## src/rtl/wdt_pkg.sv

```systemverilog
package wdt_pkg;
  localparam int unsigned TB_W     = 64;
  localparam int unsigned HALF_W   = TB_W / 2;
  localparam int unsigned PER_W    = 2;
  localparam int unsigned N_SEL    = 1 << PER_W;
  localparam int unsigned SEL_BASE = 20;
  localparam int unsigned SEL_STEP = 4;
  localparam int unsigned RMODE_W  = 2;

  typedef struct packed {
    logic [PER_W-1:0]   period;
    logic               irq_en;
    logic [RMODE_W-1:0] rst_mode;
  } wdt_ctrl_t;

  typedef struct packed {
    logic pend;
    logic arm;
  } wdt_stat_t;
endpackage

```

## src/rtl/wdt_time_base.sv

```systemverilog
module wdt_time_base
  import wdt_pkg::*;
(
  input  logic              clk_i,
  input  logic              rst_ni,
  input  logic              tick_en_i,
  input  logic              lo_we_i,
  input  logic              hi_we_i,
  input  logic [HALF_W-1:0] wdata_i,
  output logic [TB_W-1:0]   tb_o
);
  logic [TB_W-1:0] tb_q, inc_w, tb_d;

  always_comb begin
    inc_w = tb_q + TB_W'(tick_en_i);
    tb_d  = inc_w;
    if (lo_we_i) begin
      tb_d[HALF_W-1:0]    = wdata_i;
      tb_d[TB_W-1:HALF_W] = tb_q[TB_W-1:HALF_W];  // no carry on low load
    end
    if (hi_we_i) tb_d[TB_W-1:HALF_W] = wdata_i;
  end

  always_ff @(posedge clk_i or negedge rst_ni) begin
    if (!rst_ni) tb_q <= '0;
    else         tb_q <= tb_d;
  end

  assign tb_o = tb_q;

  AST_TB_INC: assert property (@(posedge clk_i) disable iff (!rst_ni)
    (tick_en_i && !lo_we_i && !hi_we_i) |=> (tb_q == $past(tb_q) + 1'b1));
  AST_LO_NO_CARRY: assert property (@(posedge clk_i) disable iff (!rst_ni)
    (lo_we_i && !hi_we_i) |=> (tb_q[TB_W-1:HALF_W] == $past(tb_q[TB_W-1:HALF_W])));
endmodule

```

## src/rtl/wdt_edge_sel.sv

```systemverilog
module wdt_edge_sel
  import wdt_pkg::*;
(
  input  logic             clk_i,
  input  logic             rst_ni,
  input  logic [TB_W-1:0]  tb_i,
  input  logic [PER_W-1:0] period_i,
  output logic             evt_o
);
  logic [N_SEL-1:0] cand_w;
  logic             bit_w, prev_q;

  for (genvar g = 0; g < N_SEL; g++) begin : g_tap
    assign cand_w[g] = tb_i[SEL_BASE + g*SEL_STEP];
  end

  assign bit_w = cand_w[period_i];

  always_ff @(posedge clk_i or negedge rst_ni) begin
    if (!rst_ni) prev_q <= 1'b0;
    else         prev_q <= bit_w;
  end

  assign evt_o = bit_w & ~prev_q;

  AST_EVT_RISE: assert property (@(posedge clk_i) disable iff (!rst_ni)
    (evt_o && $stable(period_i)) |-> !$past(bit_w));
endmodule

```

## src/rtl/wdt_ctrl_regs.sv

```systemverilog
module wdt_ctrl_regs
  import wdt_pkg::*;
(
  input  logic               clk_i,
  input  logic               rst_ni,
  input  logic               we_i,
  input  logic [PER_W-1:0]   period_i,
  input  logic               irq_en_i,
  input  logic [RMODE_W-1:0] rst_mode_i,
  output wdt_ctrl_t          ctrl_o
);
  wdt_ctrl_t ctrl_q;

  always_ff @(posedge clk_i or negedge rst_ni) begin
    if (!rst_ni) ctrl_q <= '0;
    else if (we_i) begin
      ctrl_q.period <= period_i;
      ctrl_q.irq_en <= irq_en_i;
      if (ctrl_q.rst_mode == '0) ctrl_q.rst_mode <= rst_mode_i;  // sticky once set
    end
  end

  assign ctrl_o = ctrl_q;

  AST_RMODE_STICKY: assert property (@(posedge clk_i) disable iff (!rst_ni)
    (ctrl_q.rst_mode != '0) |=> $stable(ctrl_q.rst_mode));
endmodule

```

## src/rtl/wdt_status_fsm.sv

```systemverilog
module wdt_status_fsm
  import wdt_pkg::*;
(
  input  logic               clk_i,
  input  logic               rst_ni,
  input  logic               evt_i,
  input  logic               clr_i,
  input  logic [1:0]         clr_mask_i,
  input  logic [RMODE_W-1:0] rst_mode_i,
  output wdt_stat_t          stat_o,
  output logic               rst_req_o
);
  wdt_stat_t stat_q, stat_d;
  logic      rst_req_q, rst_req_d;

  always_comb begin
    stat_d.arm  = stat_q.arm  & ~(clr_i & clr_mask_i[0]);
    stat_d.pend = stat_q.pend & ~(clr_i & clr_mask_i[1]);
    rst_req_d   = 1'b0;
    if (evt_i) begin
      // set beats a same-cycle clear
      if (!stat_q.arm)       stat_d.arm  = 1'b1;
      else if (!stat_q.pend) stat_d.pend = 1'b1;
      else                   rst_req_d   = (rst_mode_i != '0);
    end
  end

  always_ff @(posedge clk_i or negedge rst_ni) begin
    if (!rst_ni) begin
      stat_q    <= '0;
      rst_req_q <= 1'b0;
    end else begin
      stat_q    <= stat_d;
      rst_req_q <= rst_req_d;
    end
  end

  assign stat_o    = stat_q;
  assign rst_req_o = rst_req_q;

  AST_ARM_ONLY: assert property (@(posedge clk_i) disable iff (!rst_ni)
    (evt_i && !stat_q.arm && !stat_q.pend) |=> (stat_q.arm && !stat_q.pend));
  AST_PEND_SET: assert property (@(posedge clk_i) disable iff (!rst_ni)
    (evt_i && stat_q.arm && !stat_q.pend) |=> stat_q.pend);
  AST_RST_CAUSE: assert property (@(posedge clk_i) disable iff (!rst_ni)
    rst_req_o |-> $past(evt_i && stat_q.arm && stat_q.pend && (rst_mode_i != '0)));
  AST_SET_WINS: assert property (@(posedge clk_i) disable iff (!rst_ni)
    (evt_i && !stat_q.arm && clr_i && clr_mask_i[0]) |=> stat_q.arm);
endmodule

```

## src/rtl/wdt_unit.sv

```systemverilog
module wdt_unit
  import wdt_pkg::*;
(
  input  logic        clk_i,
  input  logic        rst_ni,
  input  logic        tick_en_i,
  input  logic        tb_lo_we_i,
  input  logic        tb_hi_we_i,
  input  logic [31:0] tb_wdata_i,
  input  logic        ctrl_we_i,
  input  logic [1:0]  ctrl_period_i,
  input  logic        ctrl_irq_en_i,
  input  logic [1:0]  ctrl_rst_mode_i,
  input  logic        stat_clr_i,
  input  logic [1:0]  stat_clr_mask_i,
  input  logic        crit_en_i,
  output logic [63:0] time_base_o,
  output logic [1:0]  status_o,
  output logic [1:0]  rst_mode_o,
  output logic        irq_o,
  output logic        rst_req_o
);
  logic [TB_W-1:0] tb_w;
  logic            evt_w;
  wdt_ctrl_t       ctrl_w;
  wdt_stat_t       stat_w;

  wdt_time_base u_tb (
    .clk_i(clk_i), .rst_ni(rst_ni), .tick_en_i(tick_en_i),
    .lo_we_i(tb_lo_we_i), .hi_we_i(tb_hi_we_i), .wdata_i(tb_wdata_i), .tb_o(tb_w)
  );

  wdt_ctrl_regs u_ctrl (
    .clk_i(clk_i), .rst_ni(rst_ni), .we_i(ctrl_we_i), .period_i(ctrl_period_i),
    .irq_en_i(ctrl_irq_en_i), .rst_mode_i(ctrl_rst_mode_i), .ctrl_o(ctrl_w)
  );

  wdt_edge_sel u_edge (
    .clk_i(clk_i), .rst_ni(rst_ni), .tb_i(tb_w), .period_i(ctrl_w.period), .evt_o(evt_w)
  );

  wdt_status_fsm u_stat (
    .clk_i(clk_i), .rst_ni(rst_ni), .evt_i(evt_w), .clr_i(stat_clr_i),
    .clr_mask_i(stat_clr_mask_i), .rst_mode_i(ctrl_w.rst_mode),
    .stat_o(stat_w), .rst_req_o(rst_req_o)
  );

  assign time_base_o = tb_w;
  assign status_o    = {stat_w.pend, stat_w.arm};
  assign rst_mode_o  = ctrl_w.rst_mode;
  assign irq_o       = stat_w.pend & ctrl_w.irq_en & crit_en_i;

  AST_NO_IRQ_IDLE: assert property (@(posedge clk_i) disable iff (!rst_ni)
    !status_o[1] |-> !irq_o);
endmodule

```

## config.mk

```make
export PLATFORM = sky130hd
export DESIGN_NAME = wdt_unit
export DESIGN_NICKNAME = d
export VERILOG_FILES = /design/src/rtl/wdt_pkg.sv /design/src/rtl/wdt_time_base.sv /design/src/rtl/wdt_edge_sel.sv /design/src/rtl/wdt_ctrl_regs.sv /design/src/rtl/wdt_status_fsm.sv /design/src/rtl/wdt_unit.sv
export SDC_FILE = /design/constraint.sdc
export NUM_CORES = 1
export LEC_CHECK = 0
export BUFFER_PORTS_ARGS = -buffer_cell sky130_fd_sc_hd__buf_2
export CAP_MARGIN = 30
export CORE_AREA = 8 8 126 99
export DETAILED_ROUTE_END_ITERATION = 8
export DIE_AREA = 0 0 134 107
export MAX_ROUTING_LAYER = met4
export PLACE_DENSITY_LB_ADDON = 0.15
export SYNTH_ARGS = -nofsm -noshare
export SYNTH_HDL_FRONTEND = slang
export SYNTH_SLANG_ARGS = --single-unit
```

## constraint.sdc

```tcl
create_clock -name clk_i -period 5.6 [get_ports clk_i]
set_input_delay 1.12 -clock clk_i [delete_from_list [all_inputs] [get_ports clk_i]]
set_output_delay 1.12 -clock clk_i [all_outputs]
set_load 0.01 [all_outputs]
```

After elaboration in Yosys (flattened, before gate mapping)

Cells that the tools add are included.

Register bits after elaboration: 73
Word-level logic and storage cells: 36
Input bits: 47
Output and inout port bits: 70

Bitwise logic cells: 10
Reduce and logical (&&, ||, !) cells: 3
$lt $le $gt $ge: 1
Eq/ne operators: 1
Add/sub/neg operators: 1
Muxes and demuxes: 11

Operators by type and width:

| kind                                                       | number |
|---|---|
| adder 64 x 1 -> 64 bit                                     | 1 |
| 2-to-1 mux 64 bit                                          | 1 |
| 2-to-1 mux 32 bit                                          | 1 |
| AND 1 bit                                                  | 7 |
| 2-to-1 mux 1 bit                                           | 7 |
| less-than comparator 2 x 3 -> 1 bit, second input constant | 1 |
| NOT 1 bit                                                  | 3 |
| binary-select mux 1 bit (select 2 bit)                     | 1 |
| zero test 2 bit                                            | 1 |
| 2-to-1 mux 2 bit                                           | 1 |
| != test 2 x 1 -> 1 bit, second input constant              | 1 |
| AND reduction 2 bit                                        | 1 |
| nonzero test 2 bit                                         | 1 |

Longest topological paths before layout

Depth in word-level cells: 6
Depth in mapped cells: 7
Mapped depth without buffers: 7

Modules after synthesis

A second synthesis with hierarchy kept.

Cells, all modules: 458
Area total of the unflattened synthesis: 4,055.1 µm²

Modules (own cells, without submodules):

| module         | area an instance (µm²) | times used | cells an instance | sequential area each (µm²) |
|---|---|---|---|---|
| wdt_time_base  | 3,698.5                | 1          | 434               | 1,601.5 |
| wdt_ctrl_regs  | 181.4                  | 1          | 12                | 125.1 |
| wdt_status_fsm | 107.6                  | 1          | 8                 | 75.1 |
| wdt_edge_sel   | 61.3                   | 1          | 3                 | 25.0 |
| wdt_unit       | 6.3                    | 1          | 1                 | 0.0 |

Worst setup path after synthesis

Ideal clock, no wire load.

Path kind: input -> register
Start point: in tick_en_i
End point: reg u_tb.tb_q[54], in the netlist u_tb.tb_o[54]
Data required time: 5.518 ns
Data arrival time: 2.925 ns
Stages on the path: 7
Buffers on the path: 0
Library setup time: 0.082 ns
Path slack: 2.593 ns
Cells stage by stage: ha_1 > ha_1 > nand4_1 > nor2_1 > nand2_1 > or4_1 > a31oi_1

Cells in the longest elaborated chain, start to end: 3

Ends and longest elaborated chain:

| element                | line                | source |
|---|---|---|
| start, declared        | wdt_unit.sv:6       | `input logic tick_en_i,` |
| adder 64 x 1 -> 64 bit | wdt_time_base.sv:15 | `inc_w = tb_q + TB_W'(tick_en_i);` |
| 2-to-1 mux 64 bit      | wdt_time_base.sv:17 | `if (lo_we_i) begin` |
| 2-to-1 mux 32 bit      | wdt_time_base.sv:21 | `if (hi_we_i) tb_d[TB_W-1:HALF_W] = wdata_i;` |
| end signal, assigned   | wdt_time_base.sv:26 | `else tb_q <= tb_d;` |
| end, declared          | wdt_time_base.sv:12 | `logic [TB_W-1:0] tb_q, inc_w, tb_d;` |

Every way passes these cells. The select of a mux whose other input is x is not followed.
A chain may end at the register's enable or synchronous reset.

Final worst setup path

Start point: in tick_en_i
End point: reg u_tb.tb_q[60], in the netlist u_tb.tb_o[60]

Same word-level chain as after synthesis.

==> impl_metrics.json <==
{
  "vias": 3838,
  "grt_pass1_wl_mm": 21.07,
  "cp_slowest_cell": "nor2_1",
  "dieWidth_um": 134,
  "worstPathCellList": "buf_2, ha_1, ha_1, nand4_1, nor2_1, nand2_1, or4_1, a31oi_1",
  "maxSlewHeadroom": 0.4120,
  "n_antenna_cell": 0,
  "end_kind": "register",
  "core_area_um2": 10530,
  "synth.distinct_cells": 36,
  "cts_num_sinks": 73,
  "ctsHoldBuffers": 0,
  "synth_edf_count": 0,
  "core.rowCount": 33,
  "async_reset_ff_frac": 1.000,
  "cts-root-buf": "clkbuf_16",
  "final_area_um2": 5119,
  "placed_cell_area_um2": 4776,
  "antenna_left": 0,
  "required_ps": 5850,
  "drc": 0,
  "drtPass1Iterations": 4,
  "wl_met3_mm": 1.002,
  "drt-vias-per-instance": 5.406,
  "grt_pass1_vias": 3768,
  "hold_class": "register to register",
  "yosys.area.top_type": "dfrtp_1",
  "post-route-min-period_ps": 3433,
  "avgSynthCellArea_um2": 9.004,
  "final_common_cell": "buf_2",
  "drive_gt1_frac": 0.2684,
  "post-route-util": 0.4862,
  "syn-num-nets": 499,
  "crit_top_cell": "ha_1",
  "critPathMaxStageDelay_ps": 730,
  "synth_area_um2": 4043,
  "path_max_fanout": 10,
  "grt_use_total": 0.1910,
  "syn_inst": 449,
  "p_switching_uw": 458.5,
  "power_density_nw_per_um2": 293.7,
  "finalSetupTns_ps": 0,
  "hold_viol": 0,
  "synth_area_leaders": "dfrtp_1 (45%), o21ai_0 (6.8%), nand2_1 (5.8%)",
  "worstMarginPinSlew_ps": 878.7,
  "p_int_uw": 1045,
  "critPathBufInv": 1,
  "wl_mm": 13.32,
  "power_frac_seq": 0.439,
  "critPathLaunchType": "input port",
  "clock_power_share": 0.392,
  "fillers": 1035,
  "rsz0062_at_grt": "no",
  "chipHeight_um": 107,
  "top_layer": "met4",
  "switching_share": 0.3050,
  "setup_viol": 0,
  "antenna_found_initial": 0,
  "cts_setup_buffers": 0,
  "timing.fmax_ghz": 0.2913,
  "m1WireLength_mm": 6.416,
  "clock_path_buffers": 2,
  "drv_cap": 0,
  "clk_latency_ps": 340,
  "clk_pin_slew_ps": 60,
  "die-area_um2": 14340,
  "synth_top_area_frac": 0.4519,
  "ys_warn_count": 0,
  "cts_buffers": 9,
  "ctsHtreeMaxLevel": 3,
  "wl_per_cell_um": 18.76,
  "vdd_drop_max_mv": 0.1392,
  "drt_iter0_markers": 319,
  "area_growth_pct": 26.62,
  "ios": 117,
  "final_cell_mix": "buf_2 (116), dfrtp_1 (73), nand2_1 (63), o21ai_0 (55), nor2_1 (32)",
  "initial_utilization": 0.3840,
  "finClkSkew_ps": 4.655,
  "outcome": "completed",
  "synth_ff_type": "dfrtp_1",
  "ys_ff_latch": 73,
  "wl_met2_mm": 5.795,
  "path_delay_family": "simple AND/OR/NAND/NOR gates",
  "p_comb_frac": 0.169,
  "io_buffers": 116,
  "ys_seq_area_frac": 0.4519,
  "min_period_over_period": 0.6131,
  "cp.arrival_ps": 3680,
  "dpl.hpwl_mm": 10.09,
  "slew_violations": 0,
  "path_class": "input port to register",
  "fin_nets": 615,
  "gp_congestion": 0.9442,
  "p_leak_uw": 0.002131,
  "grt_max_degree": 74,
  "cts_resized": 0,
  "cts_tree": "done",
  "grt_overflow_total": 0
}
==> sequential cells by signal, summed over array words and instances (netlist names) <==
signal	flops
u_tb.tb_o	64
u_ctrl.ctrl_o	5
u_stat.stat_o	2
u_edge.prev_q	1
u_stat.rst_req_o	1
==> power by group through the flow <==
stage               clock (µW)  combinational (µW)  sequential [µW]
global route               622                 283              672
detailed placement           0                 254              668
finish                     589                 254              661
global placement             0                 249              667
floorplan                    0                 110              677
CTS                        598                 256              659
==> final cells by class <==
type                            count  area (µm²)  area share
Tap cell                          140       175.2     0.03422
Clock buffer                        9       225.2     0.04400
Clock inverter                      7       78.83     0.01540
Timing Repair Buffer              122       669.4      0.1308
Sequential cell                    73        1827      0.3569
Multi-Input combinational cell    351        2113      0.4129
Inverter                            8       30.03    0.005867
==> worst paths after layout <==
check	startpoint	end	slack, ps	depth (start not counted)
worst max-delay path	tick_en_i	u_tb.tb_o[60]$_DFFE_PN0P_	2170	8
worst min-delay path	u_ctrl.ctrl_o[1]$_DFFE_PN0P_	u_ctrl.ctrl_o[0]$_DFFE_PN0P_	490	1
worst max register to register	u_tb.tb_o[0]$_DFF_PN0_	u_tb.tb_o[60]$_DFFE_PN0P_	2660	7
worst min register to register	u_ctrl.ctrl_o[1]$_DFFE_PN0P_	u_ctrl.ctrl_o[0]$_DFFE_PN0P_	490	1
max in group asynchronous	rst_ni	u_tb.tb_o[58]$_DFFE_PN0P_	4260	3
min in group asynchronous	rst_ni	u_tb.tb_o[8]$_DFF_PN0_	770	2
==> Yosys cell counts (all sizes together), types with 2 or more instances <==
library cell	instances
buf	3
nand2	63
dfrtp	73
clkbuf	14
o21bai	2
nand2b	2
nand4	29
and2	4
mux2	6
nor4	8
or4	8
o31ai	6
ha	3
nor3	10
and3	11
or3	16
xnor2	21
inv	8
nor2	32
nand3	23
a31oi	20
o31a	4
o21ai	55
xor2	20
and4	4
==> per-stage QoR <==
stage / power [µW] / instances / hold WS, ps / worst slack (ps)
global route: 1577 / 710 / 524.6 / 1941
detailed placement: 922.2 / 692 / 486.1 / 1850
finish: 1503 / 710 / 488.5 / 2167
CTS: 1513 / 708 / 494.3 / 2166
global placement: 916.3 / 691 / 482.1 / 1975
floorplan: 786.7 / 449 / 460.2 / 2593
==> logic make-up (layout without fill, tap and decap cells) <==
kind of cell	count (synthesis)	count (layout)	synth area share
buf+inv	25	146	0.02538
xor+xnor	41	41	0.08883
flops	73	73	0.4519
mux	7	7	0.02228
compound gates	87	87	0.1226
simple gates	213	213	0.2798
fa+ha+maj	3	3	0.009286
==> layer usage <==
layer / vias up / global-route usage
met4: 0 / 0.04237
met2: 118 / 0.2707
li1: 1865 / -
met5: - / -
met3: 7 / 0.04860
met1: 1848 / 0.2675
(Power assumes the default switching activity.)
